## config.mk

```make
export PLATFORM = sky130hd
export DESIGN_NAME = mac_iter_unit
export DESIGN_NICKNAME = d
export VERILOG_FILES = /design/src/rtl/mac_pkg.sv /design/src/rtl/mac_len_sel.sv /design/src/rtl/mac_slice_mult.sv /design/src/rtl/mac_accum.sv /design/src/rtl/mac_iter_unit.sv
export SDC_FILE = /design/constraint.sdc
export NUM_CORES = 2
export LEC_CHECK = 0
export ABC_AREA = 1
export BUFFER_PORTS_ARGS = -buffer_cell sky130_fd_sc_hd__buf_2
export CAP_MARGIN = 25
export CORE_MARGIN = 3
export CORE_UTILIZATION = 65
export DETAILED_ROUTE_END_ITERATION = 6
export HOLD_SLACK_MARGIN = 0.05
export PLACE_DENSITY = 0.83
export SLEW_MARGIN = 30
export SYNTH_ARGS = -nofsm -noshare
export SYNTH_HDL_FRONTEND = slang
export SYNTH_SLANG_ARGS = --single-unit
```

## constraint.sdc

```tcl
create_clock -name clk -period 30.3 [get_ports clk]
set_clock_uncertainty 0.15 [all_clocks]
set_input_delay 4.545 -clock clk [delete_from_list [all_inputs] [get_ports clk]]
set_output_delay 4.545 -clock clk [all_outputs]
set_load 0.005 [all_outputs]
```

## src/rtl/mac_pkg.sv

```systemverilog
// mac_pkg: operation codes and classification helpers shared by the
// iterative multiply-accumulate unit. Assumes a 3-bit opcode space.
package mac_pkg;

    typedef enum logic [2:0] {
        OP_MUL   = 3'd0,
        OP_MULL  = 3'd1,
        OP_MLA   = 3'd2,
        OP_MAC16 = 3'd3,
        OP_MACD  = 3'd4,
        OP_ARD   = 3'd5,
        OP_AWR   = 3'd6,
        OP_NOP   = 3'd7
    } mac_op_e;

    // True for operations that drive the result port.
    function automatic logic op_has_result(mac_op_e op);
        return (op == OP_MUL) || (op == OP_MULL) || (op == OP_ARD);
    endfunction

    // True for operations that add their product into the accumulator.
    function automatic logic op_adds_acc(mac_op_e op);
        return (op == OP_MLA) || (op == OP_MAC16) || (op == OP_MACD);
    endfunction

    // True for operations whose cycle count depends on operand size.
    function automatic logic op_is_sized(mac_op_e op);
        return (op == OP_MUL) || (op == OP_MULL) || (op == OP_MLA);
    endfunction

endpackage

```

## src/rtl/mac_len_sel.sv

```systemverilog
// mac_len_sel: picks the number of slice-multiply cycles for an operation.
// Assumes OPW is a multiple of 4. A sized operation needs one cycle when
// opnd_b is a sign-extended LO-bit value, two when it is a sign-extended
// (LO+QW)-bit value, and three otherwise. Every other operation needs one.
module mac_len_sel
    import mac_pkg::*;
#(
    parameter int OPW = 32
) (
    input  mac_op_e          op,
    input  logic [OPW-1:0]   b,
    output logic [1:0]       steps
);
    localparam int LO = OPW / 2;
    localparam int QW = OPW / 4;
    localparam int MID = LO + QW;

    logic fits_lo;
    logic fits_mid;

    // Sign-copy test on the upper bits of the second operand.
    always_comb begin
        fits_lo  = (b[OPW-1:LO-1] == '0) || (b[OPW-1:LO-1] == '1);
        fits_mid = (b[OPW-1:MID-1] == '0) || (b[OPW-1:MID-1] == '1);
    end

    // Cycle count selection.
    always_comb begin
        if (!op_is_sized(op) || fits_lo)
            steps = 2'd1;
        else if (fits_mid)
            steps = 2'd2;
        else
            steps = 2'd3;
    end
endmodule

```

## src/rtl/mac_slice_mult.sv

```systemverilog
// mac_slice_mult: combinational partial product for one iteration step.
// Step 0 takes the low LO bits of the multiplier operand, steps 1 and 2 take
// one QW-bit slice each. Only the last slice is signed, which keeps the sum
// of all steps equal to the signed product. For the 16x32 form the roles of
// the operands swap so that one step suffices. The packed dual form adds a
// second 16x16 product. Assumes cnt < nsteps.
module mac_slice_mult
    import mac_pkg::*;
#(
    parameter int OPW = 32
) (
    input  mac_op_e              op,
    input  logic [OPW-1:0]       a,
    input  logic [OPW-1:0]       b,
    input  logic [1:0]           cnt,
    input  logic [1:0]           nsteps,
    output logic [2*OPW-1:0]     partial
);
    localparam int LO  = OPW / 2;
    localparam int QW  = OPW / 4;
    localparam int CW  = LO + 1;
    localparam int PPW = OPW + CW;
    localparam int RW  = 2 * OPW;
    localparam int DW  = 2 * LO + 1;
    localparam int SHW = $clog2(OPW);

    logic [OPW-1:0]        mcand;
    logic [CW-1:0]         chunk;
    logic [SHW-1:0]        sh;
    logic signed [PPW-1:0] m_ext;
    logic signed [PPW-1:0] c_ext;
    logic signed [PPW-1:0] pp;
    logic signed [DW-1:0]  d_lo_a, d_lo_b, d_hi_a, d_hi_b, d_sum;
    logic [RW-1:0]         main_term;
    logic [RW-1:0]         dual_term;

    // Operand and slice selection for the current step.
    always_comb begin
        mcand = a;
        chunk = '0;
        sh    = '0;
        unique case (cnt)
            2'd0: chunk = (nsteps == 2'd1) ? {b[LO-1], b[LO-1:0]} : {1'b0, b[LO-1:0]};
            2'd1: begin
                chunk = (nsteps == 2'd2) ? {{(CW-QW){b[LO+QW-1]}}, b[LO+QW-1:LO]}
                                         : {{(CW-QW){1'b0}}, b[LO+QW-1:LO]};
                sh    = SHW'(LO);
            end
            default: begin
                chunk = {{(CW-QW){b[OPW-1]}}, b[OPW-1:LO+QW]};
                sh    = SHW'(LO + QW);
            end
        endcase
        if (op == OP_MAC16 || op == OP_MACD) begin
            mcand = (op == OP_MAC16) ? b : {{(OPW-LO){b[LO-1]}}, b[LO-1:0]};
            chunk = {a[LO-1], a[LO-1:0]};
            sh    = '0;
        end
    end

    // Shared slice multiplier, sign-extended and aligned.
    always_comb begin
        m_ext     = {{(PPW-OPW){mcand[OPW-1]}}, mcand};
        c_ext     = {{(PPW-CW){chunk[CW-1]}}, chunk};
        pp        = m_ext * c_ext;
        main_term = {{(RW-PPW){pp[PPW-1]}}, pp} << sh;
    end

    // Upper-half product for the packed dual form.
    always_comb begin
        d_lo_a = '0;
        d_lo_b = '0;
        d_hi_a = {{(DW-LO){a[OPW-1]}}, a[OPW-1:LO]};
        d_hi_b = {{(DW-LO){b[OPW-1]}}, b[OPW-1:LO]};
        d_sum  = d_hi_a * d_hi_b + d_lo_a * d_lo_b;
        dual_term = (op == OP_MACD) ? {{(RW-DW){d_sum[DW-1]}}, d_sum} : '0;
    end

    // Step contribution.
    always_comb partial = main_term + dual_term;
endmodule

```

## src/rtl/mac_accum.sv

```systemverilog
// mac_accum: the wide accumulator register. Adds a value modulo 2^ACCW or
// loads a value. Assumes add_en and wr_en are never high together.
module mac_accum #(
    parameter int ACCW = 40
) (
    input  logic            clk,
    input  logic            rst_n,
    input  logic            add_en,
    input  logic [ACCW-1:0] add_val,
    input  logic            wr_en,
    input  logic [ACCW-1:0] wr_val,
    output logic [ACCW-1:0] acc
);
    logic [ACCW-1:0] acc_q;

    // Accumulator update: wrap-around add or direct load.
    always_ff @(posedge clk) begin
        if (!rst_n)
            acc_q <= '0;
        else if (wr_en)
            acc_q <= wr_val;
        else if (add_en)
            acc_q <= acc_q + add_val;
    end

    assign acc = acc_q;


    acc_idle_stable_chk: assert property (@(posedge clk) disable iff (!rst_n)
        (!add_en && !wr_en) |=> $stable(acc_q));


    acc_load_chk: assert property (@(posedge clk) disable iff (!rst_n)
        wr_en |=> (acc_q == $past(wr_val)));


    acc_excl_chk: assert property (@(posedge clk) disable iff (!rst_n)
        !(add_en && wr_en));
endmodule

```

## src/rtl/mac_iter_unit.sv

```systemverilog
// mac_iter_unit: top of the iterative multiply-accumulate unit. It holds one
// operation at a time in its iteration engine and accepts the next one during
// the final step, so two operations overlap at the hand-over edge. Results
// and accumulator updates are registered at the edge that ends the last step.
// Assumes ACCW lies between OPW+1 and 2*OPW.
module mac_iter_unit
    import mac_pkg::*;
#(
    parameter int OPW  = 32,
    parameter int ACCW = 40
) (
    input  logic              clk,
    input  logic              rst_n,
    input  logic              issue_vld,
    output logic              issue_rdy,
    input  logic [2:0]        issue_op,
    input  logic [OPW-1:0]    opnd_a,
    input  logic [OPW-1:0]    opnd_b,
    output logic              res_vld,
    output logic [2*OPW-1:0]  res_data
);
    localparam int RW   = 2 * OPW;
    localparam int HIGW = ACCW - OPW;

    mac_op_e          in_op;
    logic [1:0]       in_steps;
    logic             busy_q;
    logic [1:0]       cnt_q;
    logic [1:0]       nsteps_q;
    mac_op_e          op_q;
    logic [OPW-1:0]   a_q;
    logic [OPW-1:0]   b_q;
    logic [RW-1:0]    psum_q;
    logic [RW-1:0]    partial;
    logic [RW-1:0]    step_sum;
    logic             last_step;
    logic             accept;
    logic [ACCW-1:0]  acc;
    logic             acc_add;
    logic             acc_wr;
    logic             res_vld_q;
    logic [RW-1:0]    res_q;

    assign in_op = mac_op_e'(issue_op);

    mac_len_sel #(.OPW(OPW)) len_i (
        .op    (in_op),
        .b     (opnd_b),
        .steps (in_steps)
    );

    mac_slice_mult #(.OPW(OPW)) mult_i (
        .op      (op_q),
        .a       (a_q),
        .b       (b_q),
        .cnt     (cnt_q),
        .nsteps  (nsteps_q),
        .partial (partial)
    );

    // Handshake and step tracking.
    always_comb begin
        last_step = busy_q && (cnt_q == nsteps_q - 2'd1);
        issue_rdy = !busy_q || last_step;
        accept    = issue_vld && issue_rdy;
        step_sum  = psum_q + partial;
        acc_add   = last_step && op_adds_acc(op_q);
        acc_wr    = last_step && (op_q == OP_AWR);
    end

    // Iteration engine: load on accept, otherwise advance one slice.
    always_ff @(posedge clk) begin
        if (!rst_n) begin
            busy_q   <= 1'b0;
            cnt_q    <= '0;
            nsteps_q <= 2'd1;
            op_q     <= OP_NOP;
            a_q      <= '0;
            b_q      <= '0;
            psum_q   <= '0;
        end else if (accept) begin
            busy_q   <= 1'b1;
            cnt_q    <= '0;
            nsteps_q <= in_steps;
            op_q     <= in_op;
            a_q      <= opnd_a;
            b_q      <= opnd_b;
            psum_q   <= '0;
        end else if (last_step) begin
            busy_q   <= 1'b0;
        end else if (busy_q) begin
            cnt_q    <= cnt_q + 2'd1;
            psum_q   <= step_sum;
        end
    end

    mac_accum #(.ACCW(ACCW)) acc_i (
        .clk     (clk),
        .rst_n   (rst_n),
        .add_en  (acc_add),
        .add_val (step_sum[ACCW-1:0]),
        .wr_en   (acc_wr),
        .wr_val  ({b_q[HIGW-1:0], a_q}),
        .acc     (acc)
    );

    // Result register and one-cycle valid strobe.
    always_ff @(posedge clk) begin
        if (!rst_n) begin
            res_vld_q <= 1'b0;
            res_q     <= '0;
        end else begin
            res_vld_q <= last_step && op_has_result(op_q);
            if (last_step) begin
                unique case (op_q)
                    OP_MUL:  res_q <= {{(RW-OPW){1'b0}}, step_sum[OPW-1:0]};
                    OP_MULL: res_q <= step_sum;
                    OP_ARD:  res_q <= {{(RW-ACCW){acc[ACCW-1]}}, acc};
                    default: res_q <= res_q;
                endcase
            end
        end
    end

    assign res_vld  = res_vld_q;
    assign res_data = res_q;


    accept_load_chk: assert property (@(posedge clk) disable iff (!rst_n)
        (issue_vld && issue_rdy) |=> (busy_q && cnt_q == 2'd0));


    busy_hold_chk: assert property (@(posedge clk) disable iff (!rst_n)
        (busy_q && !issue_rdy) |=> (busy_q && $stable(a_q) && $stable(b_q) && $stable(op_q)));


    step_bound_chk: assert property (@(posedge clk) disable iff (!rst_n)
        busy_q |-> (cnt_q < nsteps_q && nsteps_q != 2'd0));


    res_source_chk: assert property (@(posedge clk) disable iff (!rst_n)
        res_vld |-> $past(busy_q));
endmodule

```

# After elaboration in Yosys (flattened, before gate mapping)
# Index checks and enable logic that the tools add are counted.
# word_totals
register_bits,241
ramBits,0
latch_bits,0
inputBits,70
word_cells,79
mem_bits_ro,0
n_memories,0
output_inout_bits,66
# op_classes
n_lt_le_gt_ge,0
n_shift,1
n_eq_ne,14
n_mul,2
reduce_logical,29
add_sub_neg,5
bitwise,2
n_div,0
n_mux,16
# ops
operator,n
64-bit case mux with 3 select lines,1
64-bit adder,2
40-bit 2-to-1 mux,2
32-bit 2-to-1 mux,2
64-bit 2-to-1 mux,1
64-bit by 5-bit << shifter with 64-bit output,1
17-bit 2-to-1 mux,3
32-bit by 17-bit multiplier with 49-bit output,1
40-bit adder,1
17-bit case mux with 2 select lines,1
16-bit by 16-bit multiplier with 32-bit output,1
17-bit equality test (second input constant),1
17-bit zero test,1
1-bit logical OR,11
5-bit case mux with 2 select lines,1
3-bit by 2-bit equality test with 1-bit output (second input constant),3
3-bit equality test (second input constant),3
9-bit equality test (second input constant),1
9-bit zero test,1
3-bit by 1-bit equality test with 1-bit output (second input constant),2
3-bit zero test,2
1-bit logical AND,5
5-bit 2-to-1 mux,1
2-bit by 1-bit equality test with 1-bit output (second input constant),2
13 further kinds,19

# Logic depth before layout (Yosys ltp)
# logic_depth
ltp_word,11
mapped_depth,68
mapped_depth_nobuf,64

# Cells and area by module
# A second synthesis with hierarchy kept.
# hier_totals
cells_unflattened,7867
hier_area_um2,53341.2
# by_module_without_submodules
mod,seq_area_each_um2,instances,area_per_inst_um2,cells_each
mac_slice_mult,0.0,1,35898.2,4994
mac_iter_unit,4023.9,1,12702.2,2032
mac_accum,800.8,1,4565.6,798
mac_len_sel,0.0,1,175.2,43

# Worst setup path before layout
# Ideal clock, no wire load.
# synth_path
path_type,register to register
startpoint,register cnt_q[0]
endpoint,register acc_i.acc_q[35] (netlist: acc_i.acc[35])
required_ns,30.080
path_stages_with_launch,57
path_slack_ns,20.047
t_arrival_ns,10.032
period_less_slack_ns,10.253
path_buffers,2
cell_sequence,dfxtp_1 -> inv_1 -> ha_1 -> buf_2 -> nor2_2 -> inv_2 -> nand2_2 -> a21oi_1 -> or3_1 -> o21ai_1 -> buf_4 -> nand2_1 -> fa_1 -> inv_1 -> fa_1 -> inv_1 -> fa_1 -> inv_1 -> (+21 left out) -> inv_2 -> nor3_2 -> nand2_1 -> nand3_2 -> nand3_2 -> nand2_2 -> a21oi_2 -> xor2_2 -> ha_1 -> nand2_1 -> nor2_1 -> inv_1 -> nor4_1 -> nand4_1 -> a31o_2 -> nand3_1 -> nand2_1 -> a21oi_1
# synth_via
elab_chain_len,10
word_cells_on_any_way,18
# synth_lines
element,line_no,text
from (decl),mac_iter_unit.sv:28,logic [1:0] cnt_q;
from (signal assigned),mac_iter_unit.sv:92,cnt_q <= cnt_q + 2'd1;
2-bit by 1-bit equality test with 1-bit output or 2-bit zero test (tied branches),mac_slice_mult.sv:42,unique case (cnt)
17-bit case mux with 2 select lines,mac_slice_mult.sv:42,
17-bit 2-to-1 mux,mac_slice_mult.sv:54,if (op == OP_MAC16 || op == OP_MACD) begin
32-bit by 17-bit multiplier with 49-bit output,mac_slice_mult.sv:65,pp = m_ext * c_ext;
64-bit by 5-bit << shifter with 64-bit output *,mac_slice_mult.sv:66,"main_term = {{(RW-PPW){pp[PPW-1]}}, pp} << sh;"
64-bit adder *,mac_slice_mult.sv:80,always_comb partial = main_term + dual_term;
64-bit adder *,mac_iter_unit.sv:66,step_sum = psum_q + partial;
net acc_i.add_val[34],mac_accum.sv:9,"input logic [ACCW-1:0] add_val,"
40-bit adder *,mac_accum.sv:23,acc_q <= acc_q + add_val;
40-bit 2-to-1 mux *,mac_accum.sv:22,else if (add_en)
40-bit 2-to-1 mux *,mac_accum.sv:20,else if (wr_en)
to (signal assigned),mac_accum.sv:21,acc_q <= wr_val;
to (signal assigned),mac_accum.sv:23,
to (decl),mac_accum.sv:14,logic [ACCW-1:0] acc_q;
# The timed path passes the listed nets; every way through them passes the cells marked *. The select of a mux whose other input is x is not followed.
# A chain may end at the register's enable or synchronous reset.

# Worst setup path in the final report
# layout_path
startpoint,register op_q[2]
endpoint,register acc_i.acc_q[35] (netlist: acc_i.acc[35])
# layout_via
elab_chain_len,10
word_cells_on_any_way,22
# layout_lines
element,line_no,text
from (decl),mac_iter_unit.sv:30,mac_op_e op_q;
from (signal assigned),mac_iter_unit.sv:85,op_q <= in_op;
3-bit by 2-bit equality test with 1-bit output or 3-bit equality test (tied branches),"mac_slice_mult.sv:54, mac_slice_mult.sv:55, mac_slice_mult.sv:76",
32-bit 2-to-1 mux or 1-bit logical OR (tied branches),"mac_slice_mult.sv:55, mac_slice_mult.sv:54",
32-bit 2-to-1 mux or 17-bit 2-to-1 mux (tied branches),mac_slice_mult.sv:54,
32-bit by 17-bit multiplier with 49-bit output,mac_slice_mult.sv:65,
64-bit by 5-bit << shifter with 64-bit output,mac_slice_mult.sv:66,
64-bit adder *,mac_slice_mult.sv:80,
64-bit adder *,mac_iter_unit.sv:66,
net acc_i.add_val[33],mac_accum.sv:9,
40-bit adder *,mac_accum.sv:23,
40-bit 2-to-1 mux *,mac_accum.sv:22,
40-bit 2-to-1 mux *,mac_accum.sv:20,
# Marked as above.

==> results.json <==
{
  "overflow": 0,
  "grt_pass1_wl_um": 285400,
  "antenna_found_initial": 7,
  "start_util_pct": 66.22,
  "yosysUniqueCellTypes": 70,
  "cts_tree": "built",
  "slew_violations": 0,
  "crit_family": "simple AND/OR/NAND/NOR gates",
  "dp_hpwl_um": 153200,
  "crit_cells": 51,
  "worst_path_max_delay_cell": "nor3_2",
  "cts_buffers": 29,
  "hold_path_class": "flop to flop",
  "ys.flop_type": "dfxtp_1",
  "hold_path_depth": 2,
  "synthToLayoutAreaGrowth_pct": 4.689,
  "mostFrequentLayoutCell": "nand2_1",
  "core_area_um2": 75200,
  "ios": 136,
  "synth-seq-cells": 241,
  "final-hold-violation-count": 0,
  "drc": 34,
  "rows": 100,
  "grt_use_total_pct": 47.83,
  "relSlewSlack_pct": 28.91,
  "status": "finished with violations",
  "synth_edf_count": 0,
  "clkTransAtPathRegs_ns": 0.07,
  "wire_per_inst_um": 23.85,
  "vias": 48430,
  "firstDrtPassIters": 7,
  "regArea_um2": 4825,
  "rsz0062_at_grt": "false",
  "clock_latency_ns": 0.62,
  "timing.fmax_ghz": 0.06511,
  "drtIter0Drc": 6206,
  "drt-total-wl_um": 188600,
  "cts_buffer_depth": 3,
  "seq_area_frac_synth_pct": 9.689,
  "critPathBufInv": 9,
  "antenna_left": 0,
  "async_flop_share_pct": 0,
  "crit_path_max_incr_delay_ns": 0.76,
  "cp-end-kind": "flop",
  "mappedNetlistNets": 8103,
  "port_buffers": 135,
  "fill_cells": 6212,
  "grt_max_degree": 87,
  "tns_ns": 0,
  "cp-start-kind": "flop",
  "cts_hold_buf": 0,
  "layout.nets": 8080,
  "htreeDepth": 1,
  "syn-cell-area_um2": 49800,
  "fin_crit_sh_pct": 50.69,
  "post_cts.repair.setup_buffers": 0,
  "cts_sinks": 241,
  "die_width_um": 282.8,
  "violations": "design-rule violations",
  "crit_top_cell": "fa_1",
  "cp.required_ns": 30.69,
  "netlist_instances": 6880,
  "cp_max_fo": 64,
  "die_area_um2": 79960,
  "crit_type": "flop to flop",
  "multi_input_area_um2": 38210,
  "post_cts_resize_count": 0,
  "cts-root-buf": "clkbuf_16",
  "crit_arrival_ns": 15.75,
  "finalCriticalPeriod_ns": 15.36,
  "finalSetupViolCount": 0,
  "die_y_um": 282.8,
  "yosysWarnings": 0,
  "vias_per_cell": 6.125,
  "maxCapViolCount": 0,
  "grt_pass1_vias": 48840,
  "reg2reg_depth": 51,
  "tightest_slew_ns": 1.065,
  "drive_gt1_share_pct": 6.512,
  "place.gp.congestion": 1.115,
  "final_cell_mix": "nand2_1 (1468), inv_1 (1431), fa_1 (848), nor2_1 (748), a21oi_1 (401)",
  "avgSynthCellArea_um2": 7.238
}
worst reg2reg max path: cells and delay by family, from the launching register on:
kind / cells / cell delay, ns
compound gates: 9 / 2.37
xor+xnor: 1 / 0.72
fa+ha+maj: 10 / 4.87
buf+inv: 9 / 1.49
flops: 1 / 0.46
simple gates: 22 / 5.23
registers in the layout (all words and copies together), names as in the netlist:
signal / flops
acc_i.acc: 40
nsteps_q: 2
busy_q: 1
psum_q: 64
op_q: 3
res_vld: 1
cnt_q: 2
a_q: 32
res_data: 64
b_q: 32
final timing paths:
check,start,endpoint,slack [ns]
max reg2reg,op_q[2],acc_i.acc[35],14.94
min reg2reg,res_data[26],res_data[26],0.31
min,res_data[26],res_data[26],0.31
max,op_q[2],acc_i.acc[35],14.94
cells by family after synthesis:
logic type	share of synthesized area, %
buffers and inverters	13.64
XOR/XNOR	1.837
multiplexers	0.06031
flip-flops	9.689
AND/OR/NAND/NOR	21.96
adder cells (fa/ha/maj)	41.76
AO/OA/AOI/OAI	11.05
stage by stage:
step                      std cells  worst slack [ns]  area (µm²)  utilization, %  hold WS (ns)
final                          7906             14.94       52130           69.32        0.3147
after global routing           7901             14.59       52120           69.31        0.3283
after CTS                      7899             15.65       52080           69.26        0.3135
after detailed placement       7845             15.74       51100           67.96        0.3036
after global placement         7845             15.39       51100           67.95        0.3007
after floorplan                6880             20.05       49800               -        0.2972
metal layers:
metal	GRT usage (%)	wire length, µm	vias up
met5	0.7752	90	-
met4	37.47	18590	6
met3	14.02	26070	994
met2	68.89	76950	3537
met1	60.45	66890	23080
li1	-	-	20810
final cells by class:
type,instances,share of cell area (%)
well taps,1020,2.448
flip-flops and latches,241,9.255
inverters,1499,10.81
clock buffers,34,1.447
clock inverters,20,0.4320
diodes,6,0.02880
multi-input cells,4884,73.30
repair buffers,202,2.275
synth_stat cells (17+ instances only):
cell | n | share of area, %
nand3_1 | 221 | 2.2
a21o_1 | 23 | 0.35
a31oi_1 | 51 | 0.64
clkbuf_1 | 123 | 0.93
xnor2_1 | 25 | 0.44
buf_1 | 21 | 0.16
o21bai_1 | 34 | 0.51
nand4_1 | 40 | 0.50
nand2_1 | 1469 | 11
o21ai_1 | 47 | 0.47
dfxtp_1 | 241 | 9.7
xor2_1 | 72 | 1.3
a21oi_1 | 401 | 4.0
nand2_2 | 19 | 0.24
o211ai_1 | 37 | 0.56
fa_1 | 848 | 34
nor3_2 | 17 | 0.34
inv_1 | 1433 | 11
buf_2 | 96 | 0.96
ha_1 | 305 | 7.7
o21ai_0 | 324 | 3.3
nor3_1 | 34 | 0.34
inv_2 | 59 | 0.44
nor2_1 | 748 | 5.6
Power is not shown: default switching activity piles up to over one toggle a cycle in this logic, so the estimate is an artifact.
